--- src/rtl/trd_pkg.sv ---
package trd_pkg;
  // Bytes moved by one request for a given block-size code.
  function automatic logic [31:0] blk_bytes(input logic [3:0] code, input int unsigned bw);
    if (code == 4'd0) return 32'(bw);
    return 32'd8 << code;
  endfunction

  // Address after a stride step in the current column.
  function automatic logic [31:0] stride_next(input logic [31:0] a, input logic [15:0] s);
    return a + {16'd0, s};
  endfunction

  // True when the bytes already issued plus this block cover the count.
  function automatic logic pass_covers(input logic [31:0] issued, input logic [31:0] blk,
                                       input logic [31:0] count);
    return ({1'b0, issued} + {1'b0, blk}) >= {1'b0, count};
  endfunction
endpackage

--- src/rtl/trd_walker.sv ---
module trd_walker #(
  parameter int AW = 32,
  parameter int CW = 32,
  parameter int BW = 4
) (
  input  logic          clk,
  input  logic          rst_n,
  input  logic          run,
  input  logic          loop_en,
  input  logic          jump_en,
  input  logic [AW-1:0] start_addr,
  input  logic [CW-1:0] byte_count,
  input  logic [15:0]   stride,
  input  logic [15:0]   rows_m1,
  input  logic [3:0]    code,
  input  logic          hold,
  input  logic          mem_ack,
  output logic          mem_req,
  output logic [AW-1:0] mem_addr,
  output logic          done,
  output logic          hs,
  output logic          jump_step,
  output logic          pass_end
);
  logic          active, run_q;
  logic [AW-1:0] addr, col_base;
  logic [15:0]   row;
  logic [CW-1:0] issued;
  logic [31:0]   blk;
  logic          col_wrap;

  assign blk       = trd_pkg::blk_bytes(code, BW);
  assign mem_req   = active && !hold;
  assign mem_addr  = addr;
  assign hs        = mem_req && mem_ack;
  assign pass_end  = hs && trd_pkg::pass_covers(32'(issued), blk, 32'(byte_count));
  assign col_wrap  = jump_en && (row == rows_m1);
  assign jump_step = hs && !pass_end && jump_en && !col_wrap;

  always_ff @(posedge clk or negedge rst_n) begin
    if (!rst_n) begin
      active   <= 1'b0;
      run_q    <= 1'b0;
      addr     <= '0;
      col_base <= '0;
      row      <= '0;
      issued   <= '0;
      done     <= 1'b1;
    end else begin
      run_q <= run;
      if (run && !run_q) begin
        active   <= 1'b1;
        done     <= 1'b0;
        addr     <= start_addr;
        col_base <= start_addr;
        row      <= '0;
        issued   <= '0;
      end else begin
        if (pass_end) begin
          // Loop restart takes precedence over any column wrap.
          addr     <= start_addr;
          col_base <= start_addr;
          row      <= '0;
          issued   <= '0;
          if (!loop_en) begin
            active <= 1'b0;
            done   <= 1'b1;
          end
        end else if (hs) begin
          issued <= issued + CW'(blk);
          if (!jump_en) begin
            addr <= addr + AW'(blk);
          end else if (col_wrap) begin
            row      <= '0;
            col_base <= col_base + AW'(blk);
            addr     <= col_base + AW'(blk);
          end else begin
            row  <= row + 16'd1;
            addr <= AW'(trd_pkg::stride_next(32'(addr), stride));
          end
        end
        if (!run) active <= 1'b0;
      end
    end
  end
endmodule

--- src/rtl/trd_outbuf.sv ---
module trd_outbuf #(
  parameter int DW   = 32,
  parameter bit SWAP = 1'b0
) (
  input  logic          clk,
  input  logic          rst_n,
  input  logic [DW-1:0] fifo_data,
  input  logic          fifo_empty,
  input  logic          out_ready,
  input  logic          throttle,
  output logic          fifo_pop,
  output logic [DW-1:0] out_data,
  output logic          out_valid,
  output logic          full
);
  localparam int BW = DW / 8;
  logic [DW-1:0] word_in;
  logic          drain;

  generate
    if (SWAP) begin : g_swap
      for (genvar i = 0; i < BW; i++) begin : g_byte
        assign word_in[8*i +: 8] = fifo_data[8*(BW-1-i) +: 8];
      end
    end else begin : g_pass
      assign word_in = fifo_data;
    end
  endgenerate

  assign drain    = out_valid && (out_ready || !throttle);
  assign fifo_pop = !fifo_empty && (!out_valid || drain);
  assign full     = out_valid && !drain;

  always_ff @(posedge clk or negedge rst_n) begin
    if (!rst_n) begin
      out_valid <= 1'b0;
      out_data  <= '0;
    end else if (fifo_pop) begin
      out_valid <= 1'b1;
      out_data  <= word_in;
    end else if (drain) begin
      out_valid <= 1'b0;
    end
  end
endmodule

--- src/rtl/trd_reader.sv ---
module trd_reader #(
  parameter int AW   = 32,
  parameter int CW   = 32,
  parameter int DW   = 32,
  parameter bit SWAP = 1'b0
) (
  input  logic          clk,
  input  logic          rst_n,
  input  logic [AW-1:0] cfg_start_addr,
  input  logic [CW-1:0] cfg_byte_count,
  input  logic [31:0]   cfg_jump_word,
  input  logic [3:0]    cfg_blk_code,
  input  logic          cfg_loop,
  input  logic          cfg_jump_en,
  input  logic          cfg_run,
  output logic          mem_req,
  input  logic          mem_ack,
  output logic [AW-1:0] mem_addr,
  output logic [3:0]    mem_size,
  input  logic [DW-1:0] rd_fifo_data,
  input  logic          rd_fifo_empty,
  output logic          rd_fifo_pop,
  output logic [DW-1:0] out_data,
  output logic          out_valid,
  input  logic          out_ready,
  output logic          rd_done
);
  localparam int BW = DW / 8;
  logic        buf_full, hs, jump_step, pass_end;
  logic [15:0] stride, rows_m1;

  assign stride   = cfg_jump_word[31:16];
  assign rows_m1  = cfg_jump_word[15:0];
  assign mem_size = cfg_blk_code;

  trd_walker #(.AW(AW), .CW(CW), .BW(BW)) u_walk (
    .clk(clk), .rst_n(rst_n), .run(cfg_run), .loop_en(cfg_loop),
    .jump_en(cfg_jump_en), .start_addr(cfg_start_addr), .byte_count(cfg_byte_count),
    .stride(stride), .rows_m1(rows_m1), .code(cfg_blk_code), .hold(buf_full),
    .mem_ack(mem_ack), .mem_req(mem_req), .mem_addr(mem_addr), .done(rd_done),
    .hs(hs), .jump_step(jump_step), .pass_end(pass_end)
  );

  trd_outbuf #(.DW(DW), .SWAP(SWAP)) u_obuf (
    .clk(clk), .rst_n(rst_n), .fifo_data(rd_fifo_data), .fifo_empty(rd_fifo_empty),
    .out_ready(out_ready), .throttle(cfg_blk_code == 4'd0), .fifo_pop(rd_fifo_pop),
    .out_data(out_data), .out_valid(out_valid), .full(buf_full)
  );
endmodule

--- config.mk ---
export PLATFORM = sky130hd
export DESIGN_NAME = trd_reader
export DESIGN_NICKNAME = d
export VERILOG_FILES = /design/src/rtl/trd_pkg.sv /design/src/rtl/trd_walker.sv /design/src/rtl/trd_outbuf.sv /design/src/rtl/trd_reader.sv
export SDC_FILE = /design/constraint.sdc
export NUM_CORES = 1
export LEC_CHECK = 0
export BUFFER_PORTS_ARGS = -buffer_cell sky130_fd_sc_hd__buf_2
export CAP_MARGIN = 20
export CORE_ASPECT_RATIO = 0.7
export CORE_MARGIN = 8
export CORE_UTILIZATION = 30
export CTS_BUF_LIST = sky130_fd_sc_hd__clkbuf_4
export CTS_CLUSTER_SIZE = 28
export DETAILED_ROUTE_END_ITERATION = 12
export PLACE_DENSITY_LB_ADDON = 0.15
export SKIP_LAST_GASP = 1
export SYNTH_ARGS = -nofsm -noshare
export SYNTH_HDL_FRONTEND = slang
export SYNTH_SLANG_ARGS = --single-unit
--- constraint.sdc ---
create_clock -name clk -period 8.65 [get_ports clk]
set_input_delay 0.4325 -clock clk [delete_from_list [all_inputs] [get_ports clk]]
set_output_delay 0.4325 -clock clk [all_outputs]
set_load 0.005 [all_outputs]
==> results of run 1 <==
[layer usage]
metal	vias up	global-route usage, %	part of all wire (%)
li1	5945	-	-
met1	5955	28.7	49
met4	6	3.03	0.79
met5	-	0	0.084
met2	442	28.0	41
met3	33	5.80	8.8
[cell usage after synthesis, drive strengths merged (21+ instances only)]
library cell / count / share of area [%]
xor2: 45 / 3.1
xnor2: 70 / 4.9
inv: 53 / 1.6
ha: 89 / 8.8
mux2: 38 / 3.4
a21oi: 105 / 4.3
nor3: 33 / 1.4
clkbuf: 56 / 1.7
buf: 28 / 1.4
nand2: 145 / 4.4
nand3: 41 / 1.7
nor2: 116 / 3.5
dfrtp: 145 / 29
o211ai: 30 / 1.8
o21ai: 112 / 4.5
a21o: 26 / 1.5
a211oi: 21 / 1.3
[what timing repair did]
item,in CTS,in global routing
hold buffers,41,2
buffers inserted,0,0
endpoints found under the hold margin,114,2
setup endpoints to repair,0,0
[flip-flops by register name (all words and copies together) (netlist names)]
name and cells:
u_obuf.out_data 32, u_walk.col_base 32, u_walk.mem_addr 32, u_walk.issued 30, u_walk.row 16, u_obuf.out_valid 1, u_walk.active 1, u_walk.done 1
u_walk.run_q 1
[cells by family after synthesis]
family / count (synthesis) / share of synthesized area (%)
buffers and inverters: 137 / 4.63
adder cells (fa/ha/maj): 95 / 9.39
multiplexers: 57 / 4.90
AND/OR/NAND/NOR: 475 / 19.1
AO/OA/AOI/OAI: 470 / 24.9
flip-flops: 146 / 29.0
XOR/XNOR: 115 / 8.05
[worst register-to-register path: stages, from the launching register on]
cell and delay [ps]:
dfrtp_1 430, ha_1 350, a21oi_1 250, a2bb2oi_1 350, a21o_1 210, o31ai_4 120, a31oi_1 360, a21oi_1 160
nor3_1 160, nor2_1 100, ha_1 320, nand4_1 200, nor4_1 720, o21ai_0 190, a31oi_1 380, nor4_4 160
nand2_4 280, buf_4 360, nand2_1 520, a21o_1 330, a221o_1 290
[cell type report]
class / instances / share of cell area (%)
inverters: 53 / 1.34
diodes: 2 / 0.0336
clock inverters: 15 / 1.21
flip-flops and latches: 146 / 24.5
well taps: 544 / 4.57
clock buffers: 17 / 0.857
multi-input cells: 1212 / 56.5
repair buffers: 271 / 11.0
[power groups by stage]
stage                     Sequential (mW)  Clock [mW]  Combinational (mW)
final                                1.00       0.489                1.22
after global routing                 1.02       0.535                1.35
after CTS                            1.00       0.509                1.21
after detailed placement             1.01           0                1.19
after global placement               1.02           0                1.19
after floorplan                     0.933           0               0.824
[how the worst max path moves through the flow]
stage	from	endpoint	slack [ps]
2_1_floorplan	cfg_blk_code[3]	u_walk.row[7]	3260
3_3_place_gp	cfg_blk_code[3]	u_walk.col_base[27]	1460
3_5_place_dp	cfg_blk_code[3]	u_walk.col_base[27]	1320
4_1_cts	cfg_blk_code[3]	u_walk.col_base[27]	2020
5_1_grt	cfg_blk_code[3]	u_walk.col_base[27]	1550
6_report	cfg_blk_code[3]	u_walk.col_base[27]	1930
[per-stage QoR]
step / utilization, % / std cells
2_1_floorplan: - / 1495
3_3_place_gp: 34.4 / 2183
3_5_place_dp: 34.4 / 2183
4_1_cts: 36.1 / 2256
5_1_grt: 36.2 / 2259
6_report: 36.2 / 2260
==> reports/qor.csv, run 1 <==
metric,value,unit
status,"finished, final reports clean",
rows,62,
final.setup.tns,0,ps
cp_max_fo,21,
clkLatencyLatePin,640,ps
hold_depth,3,
min_from,cfg_start_addr[9],
cts_tree,built,
drive_gt1_share,20.0,%
grtUsageTotal,19.5,%
final_nets,1931,
io_buffer_count,211,
stdcell_area,0.0149,mm^2
path_clk_slew,160,ps
maxSlewHeadroom,25.6,%
syn_to_final_growth,18.2,%
synthFlopType,dfrtp_1,
dr.pass1.iters,6,
cellPowerDensity,182,mW/mm^2
multi_input_comb_area,0.00842,mm^2
power,2.71,mW
syn_area,0.0126,mm^2
core_area,0.0412,mm^2
pre_cts_ws,1320,ps
synth_warnings,0,
clock_tree.buffer_depth,2,
worst_setup_path_start_kind,input pin,
ant_nets,0,
drt-wirelength-per-cell,21.5,um
start_util,30.6,%
antenna_found_initial,4,
leakage,6.62,nW
ys_seq_area_share,29.0,%
yosysUniqueCellTypes,97,
critical_path_class,in2reg,
fin_crit,6720,ps
setup_violations,0,
worst_slack,1930,ps
hold_viol_final,0,
finalCritPeriodShare,77.7,%
routed_via_density,5.48,
worst_path_most_repeated_cell,ha_1,
seq_area,0.00365,mm^2
whs_endpoint,u_walk.mem_addr[9],
fillCellCount,4264,
fin_skew,26.8,ps
die_w,261,um
pwr-share-clk,18.0,%
wl,48600,um
cap_violations,0,
slowest_delay,720,ps
synth_cells,1495,
rsz0062_at_grt,false,
gp_congestion,0.926,
fmax,0.149,GHz
maxSlewViolCount,0,
rr_worst_depth,20,
pwr-share-seq,37.0,%
p_sw,1.24,mW
grt_max_degree,76,
die-area,0.0489,mm^2
final_cell_mix,"210 x buf_2, 145 x dfrtp_1, 144 x nand2_1",
dp_hpwl,36800,um
critPathArrivalTime,7250,ps
synth-edff-count,0,
regToRegSetupSlack,2340,ps
layout_commonest_cell,buf_2,
path_cells,buf_2 -> or2_2 -> nor3_1 -> ha_1 -> ha_1 -> nand3b_1 -> a31o_2 -> o31ai_4 -> a31oi_1 -> and3b_1 -> nor2_1 -> nor2_1 -> ha_1 -> nand4_1 -> nor4_1 -> o21ai_0 -> a31oi_1 -> nor4_4 -> nand2_4 -> buf_4 -> nand2_1 -> a21o_1 -> a221o_1,
swShare,45.9,%
ios,212,
ctsHtreeMaxLevel,4,
grt.overflow.total,0,
drt_iter0_drc,1127,
critPathTopFamily,simple AND/OR/NAND/NOR gates,
whs,59.3,ps
cts-buffers-inserted,17,
worst_slew_pin_slew,1110,ps
ys_ff_latch,146,
hold_path.class,in2reg,
num_vias,12400,
slowest_stage,nor4_1,
async_flop_share,100,%
internal-power,1.46,mW
critical_path_buf_inv_count,2,
crit_cells,23,
drc,0,
post_dp_cell_area,0.0142,mm^2
r2r-end,u_walk.col_base[27],
cts-root-buf,clkbuf_4,
fp.dieH,187,um
crit_path_end_kind,flop,
cp.required,9180,ps
cts.sink_count,146,
grt_pass1_vias,12100,
combPwrFrac,44.9,%
reg2reg_from,u_walk.issued[7],
cts_resized,0,
synth_fp_nets,1725,
avgSynthCellArea,8.43,um^2
grt_pass1_wl,74600,um
irDropWorstVdd,0.0821,mV
No activity file was read; power rests on OpenSTA's default activity.
==> inputs of run 2 (changes only) <==
clock period = 5.9 ns   (was 8.65 ns; I/O delays follow)
==> run 2 against run 1 <==
Sequential share of layout area down 1.5 points. Highest routed layer unchanged. Setup slack worse by 1300 ps. Combinational power up 51%. Clock skew down 2.0 ps. Die area unchanged. Via count up 3.6%. Clock-buffer cell count unchanged. Design area up 6.3%.
==> reports/qor.csv, run 2 (synthesized netlist as in run 1, its figures left out) <==
metric,value,unit
fillCellCount,4205,
gp_congestion,0.970,
setup_violations,0,
swShare,45.5,%
critPathTopFamily,compound AO/OA/AOI/OAI gates,
crit_path_end_kind,flop,
fmax,0.189,GHz
final_nets,2036,
rr_worst_depth,22,
cts_setup_buffers,0,
cp.required,6460,ps
rsz0062_at_grt,false,
worst_slew_pin_slew,893,ps
critical_path_buf_inv_count,3,
antenna_found_initial,5,
rows,62,
drive_gt1_share,23.2,%
hold_viol_final,0,
fin_crit,5300,ps
wl,50200,um
hold_depth,3,
cts_tree,built,
power,4.02,mW
routed_via_density,5.42,
stdcell_area,0.0158,mm^2
syn_to_final_growth,25.7,%
pwr-share-clk,18.1,%
post_dp_cell_area,0.0148,mm^2
cap_violations,0,
dr.pass1.iters,5,
dp_hpwl,38700,um
hold_path.class,in2reg,
leakage,7.15,nW
finalCritPeriodShare,89.8,%
slowest_delay,440,ps
cts-buffers-inserted,17,
grt_pass1_vias,12800,
core_area,0.0412,mm^2
placed_cells,2263,
ant_nets,0,
seq_area,0.00365,mm^2
path_cells,ha_1 -> a21oi_1 -> a2bb2oi_1 -> a21o_1 -> o31ai_4 -> a31oi_1 -> and3b_1 -> nor2_1 -> nor2_1 -> ha_1 -> nand2_1 -> nor2_1 -> a2111oi_0 -> a31oi_1 -> buf_4 -> nor4_4 -> buf_4 -> nand2_4 -> buf_4 -> nor2_1 -> a221oi_1 -> o21ai_0,
start_util,30.6,%
drc,0,
worst_setup_path_start_kind,flop,
cts-root-buf,clkbuf_4,
maxSlewHeadroom,40.5,%
grt_max_degree,82,
drt-wirelength-per-cell,21.2,um
ios,212,
multi_input_comb_area,0.00841,mm^2
fin_skew,24.8,ps
grt_pass1_wl,77100,um
cts.sink_count,146,
fin_cells,2366,
critPathArrivalTime,5860,ps
slowest_stage,dfrtp_1,
pwr-share-seq,36.2,%
cp_max_fo,10,
grtUsageTotal,20.2,%
internal-power,2.19,mW
fp.dieH,187,um
io_buffer_count,211,
combPwrFrac,45.7,%
path_clk_slew,170,ps
num_vias,12800,
cellPowerDensity,254,mW/mm^2
critical_path_class,reg2reg,
layout_commonest_cell,buf_2,
clock_tree.buffer_depth,2,
maxSlewViolCount,0,
regToRegSetupSlack,600,ps
clkLatencyLatePin,650,ps
ctsHtreeMaxLevel,4,
p_sw,1.83,mW
die-area,0.0489,mm^2
final_cell_mix,"210 x buf_2, 145 x dfrtp_1, 144 x nand2_1",
irDropWorstVdd,0.108,mV
grt.overflow.total,0,
die_w,261,um
crit_cells,22,
final.setup.tns,0,ps
worst_path_most_repeated_cell,nor2_1,
status,"finished, final reports clean",
drt_iter0_drc,1221,
## run 2: cell count changes in the layout (fill, tap and decap cells not counted), moves of 2 or more
cell,change
dlygate4sd3_1,+25
buf_12,+8
buf_4,+72
inv_8,+2
## run 2: worst min-delay path, delay by kind of cell
kind	cells	cell delay [ps]
AOI/OAI and AO/OA	2	260
buffers and inverters	1	140
## run 2: final timing paths
path | start | to
setup / recovery | u_walk.issued[7] | u_walk.mem_addr[7]
hold / removal | cfg_start_addr[22] | u_walk.col_base[22]
setup reg to reg | u_walk.issued[7] | u_walk.mem_addr[7]
hold reg to reg | u_walk.run_q | u_walk.active
max in group asynchronous | rst_n | u_walk.issued[23]
min in group asynchronous | rst_n | u_walk.mem_addr[16]
## run 2: power by group through the flow
stage                     Sequential, mW  Clock [mW]  Combinational [mW]
after floorplan                     1.37           0                1.21
after global placement              1.47           0                1.78
after detailed placement            1.47           0                1.78
after CTS                           1.45       0.759                1.83
after global routing                1.49       0.790                2.04
final                               1.46       0.729                1.84
## run 2: final cells by class
cell class | instances | area share, %
Antenna cell | 3 | 0.0474
Clock buffer | 17 | 0.806
Clock inverter | 15 | 1.13
Inverter | 53 | 1.26
Multi-Input combinational cell | 1212 | 53.1
Sequential cell | 146 | 23.1
Tap cell | 544 | 4.30
Timing Repair Buffer | 376 | 16.3
## run 2: layer usage
layer  vias up  wire, um  track usage (%)
met5         -        33                0
met4         6       670             4.49
met3        50      4450             5.63
met2       511     20300             28.6
met1      6113     24700             30.0
li1       6146         -                -
## run 2: per-stage QoR
stage,setup WS [ps],hold WS [ps],utilization (%)
after global routing,159,69.0,38.4
after global placement,134,427,36.0
after floorplan,650,-0.591,-
after detailed placement,142,433,36.0
final,602,101,38.5
after CTS,674,11.3,38.4
## run 2: repair_timing
| item | in CTS | in global routing |
|---|---|---|
| gates resized for setup | 0 | 0 |
| hold buffers | 68 | 0 |
| endpoints found under the hold margin | 167 | 0 |
==> inputs of run 3 (changes only) <==
CTS_BUF_LIST = not set   (was sky130_fd_sc_hd__clkbuf_4)
==> run 3 against run 2 <==
Power increased by 9.8%. Final cell count decreased by 2.7%. Global-route usage decreased by 0.11 points. Largest power group unchanged. Critical endpoint is now u_walk.row[7].
==> reports/qor.csv, run 3 (synthesized netlist as in run 1, its figures left out) <==
metric,value,unit
status,"finished, final reports clean",
critical_path_class,in2reg,
swShare,42.5,%
drt_iter0_drc,1199,
maxSlewViolCount,0,
setup_violations,0,
maxSlewHeadroom,38.3,%
drive_gt1_share,24.1,%
cap_violations,0,
grt_pass1_wl,76300,um
grt_pass1_vias,12500,
irDropWorstVdd,0.225,mV
r2r-end,u_walk.mem_addr[7],
crit_path_end_kind,flop,
core_area,0.0412,mm^2
fin_crit,5430,ps
whs,62.6,ps
layout_commonest_cell,buf_2,
die-area,0.0489,mm^2
reg2reg_from,u_walk.issued[7],
grtUsageTotal,20.1,%
grt_max_degree,82,
ios,212,
rr_worst_depth,22,
fillCellCount,4226,
clkLatencyLatePin,460,ps
pwr-share-seq,33.0,%
finish.utilization,37.6,%
drc,0,
cellPowerDensity,285,mW/mm^2
clock_tree.buffer_depth,2,
ant_nets,0,
seq_area,0.00365,mm^2
path_clk_slew,80,ps
combPwrFrac,40.9,%
cts-root-buf,clkbuf_16,
hold_depth,2,
wl,49700,um
final_nets,1971,
dp_hpwl,38700,um
grt.overflow.total,0,
antenna_found_initial,5,
whs_endpoint,u_obuf.out_data[7],
min_from,rd_fifo_data[7],
ctsHtreeMaxLevel,4,
syn_to_final_growth,22.9,%
hold_path.class,in2reg,
drt-wirelength-per-cell,21.6,um
p_sw,1.88,mW
dr.pass1.iters,7,
worst_setup_path_start_kind,input pin,
cp_max_fo,10,
cts.sink_count,146,
power,4.42,mW
leakage,7.01,nW
cts-buffers-inserted,17,
io_buffer_count,211,
regToRegSetupSlack,660,ps
num_vias,12700,
die_w,261,um
pwr-share-clk,26.1,%
hold_viol_final,0,
fin_skew,12.6,ps
critPathArrivalTime,5820,ps
start_util,30.6,%
multi_input_comb_area,0.00841,mm^2
rsz0062_at_grt,false,
finalCritPeriodShare,92.0,%
cp.required,6300,ps
cts_tree,built,
internal-power,2.54,mW
final.setup.tns,0,ps
worst_slew_pin_slew,916,ps
routed_via_density,5.52,
rows,62,
final_cell_mix,"210 x buf_2, 145 x dfrtp_1, 144 x nand2_1",
fmax,0.184,GHz
fp.dieH,187,um
gp_congestion,0.970,
-- run 3: changes by cell type in the layout (fill, tap and decap cells not counted) --
| cell | delta |
|---|---|
| dlygate4sd3_1 | -65 |
| clkbuf_16 | +17 |
| clkbuf_4 | -17 |
-- run 3: routing by layer --
layer  track usage, %  wire, um  vias up
li1                 -         -     6023
met2             28.3     20000      553
met1             29.8     24500     6066
met3             5.63      4490       55
met4             4.66       645        8
met5                0        48        -
-- run 3: worst max path at each step --
stage / cells past startpoint / endpoint / slack [ps] / from
after floorplan: 23 / u_walk.row[7] / 650 / cfg_blk_code[3]
after global placement: 25 / u_walk.row[7] / 130 / cfg_blk_code[2]
after detailed placement: 25 / u_walk.row[7] / 140 / cfg_blk_code[2]
after CTS: 25 / u_walk.row[7] / 590 / cfg_blk_code[2]
after global routing: 25 / u_walk.mem_addr[7] / 60 / cfg_blk_code[0]
final: 25 / u_walk.row[7] / 470 / cfg_blk_code[2]
-- run 3: area by class of cell --
class                   instances  share of cell area, %
flip-flops and latches        146                   23.6
diodes                          3                 0.0485
well taps                     544                   4.39
inverters                      53                   1.28
repair buffers                311                   12.5
clock inverters                15                   1.16
clock buffers                  17                   2.75
multi-input cells            1212                   54.3
-- run 3: timing repair --
action,in CTS,in global routing
hold endpoints to repair,82,0
resized for setup,0,0
endpoints found under the setup margin,0,0
hold buffers,3,0
buffers inserted,0,0
-- run 3: metrics by stage --
| stage | instances | cell area, um^2 | setup slack, ps |
|---|---|---|---|
| after floorplan | 1495 | 12600 | 650 |
| after global placement | 2263 | 14800 | 134 |
| after detailed placement | 2263 | 14800 | 142 |
| after CTS | 2298 | 15500 | 591 |
| after global routing | 2298 | 15500 | 61.3 |
| final | 2301 | 15500 | 474 |
-- run 3: worst max-delay path: stages --
cell and delay [ps]:
buf_2 110, buf_4 160, nand2_1 140, nor3_1 590, ha_1 240, and2_1 160
nor4b_1 290, a21bo_1 290, a31oi_2 190, and3_1 370, nand2_1 140, xnor2_1 160
ha_1 320, nand4_1 130, nor4_1 430, nand4_1 150, a31oi_1 190, buf_4 150
nor4_4 40, buf_4 200, nand2_4 170, o21ai_2 140, buf_4 210, or4_1 470
nand2_1 80
-- run 3: power groups by stage --
stage	Combinational [mW]	Sequential, mW	Clock, mW
2_1_floorplan	1.21	1.37	0
3_3_place_gp	1.78	1.47	0
3_5_place_dp	1.78	1.47	0
4_1_cts	1.79	1.45	1.18
5_1_grt	2.01	1.49	1.22
6_report	1.81	1.46	1.15
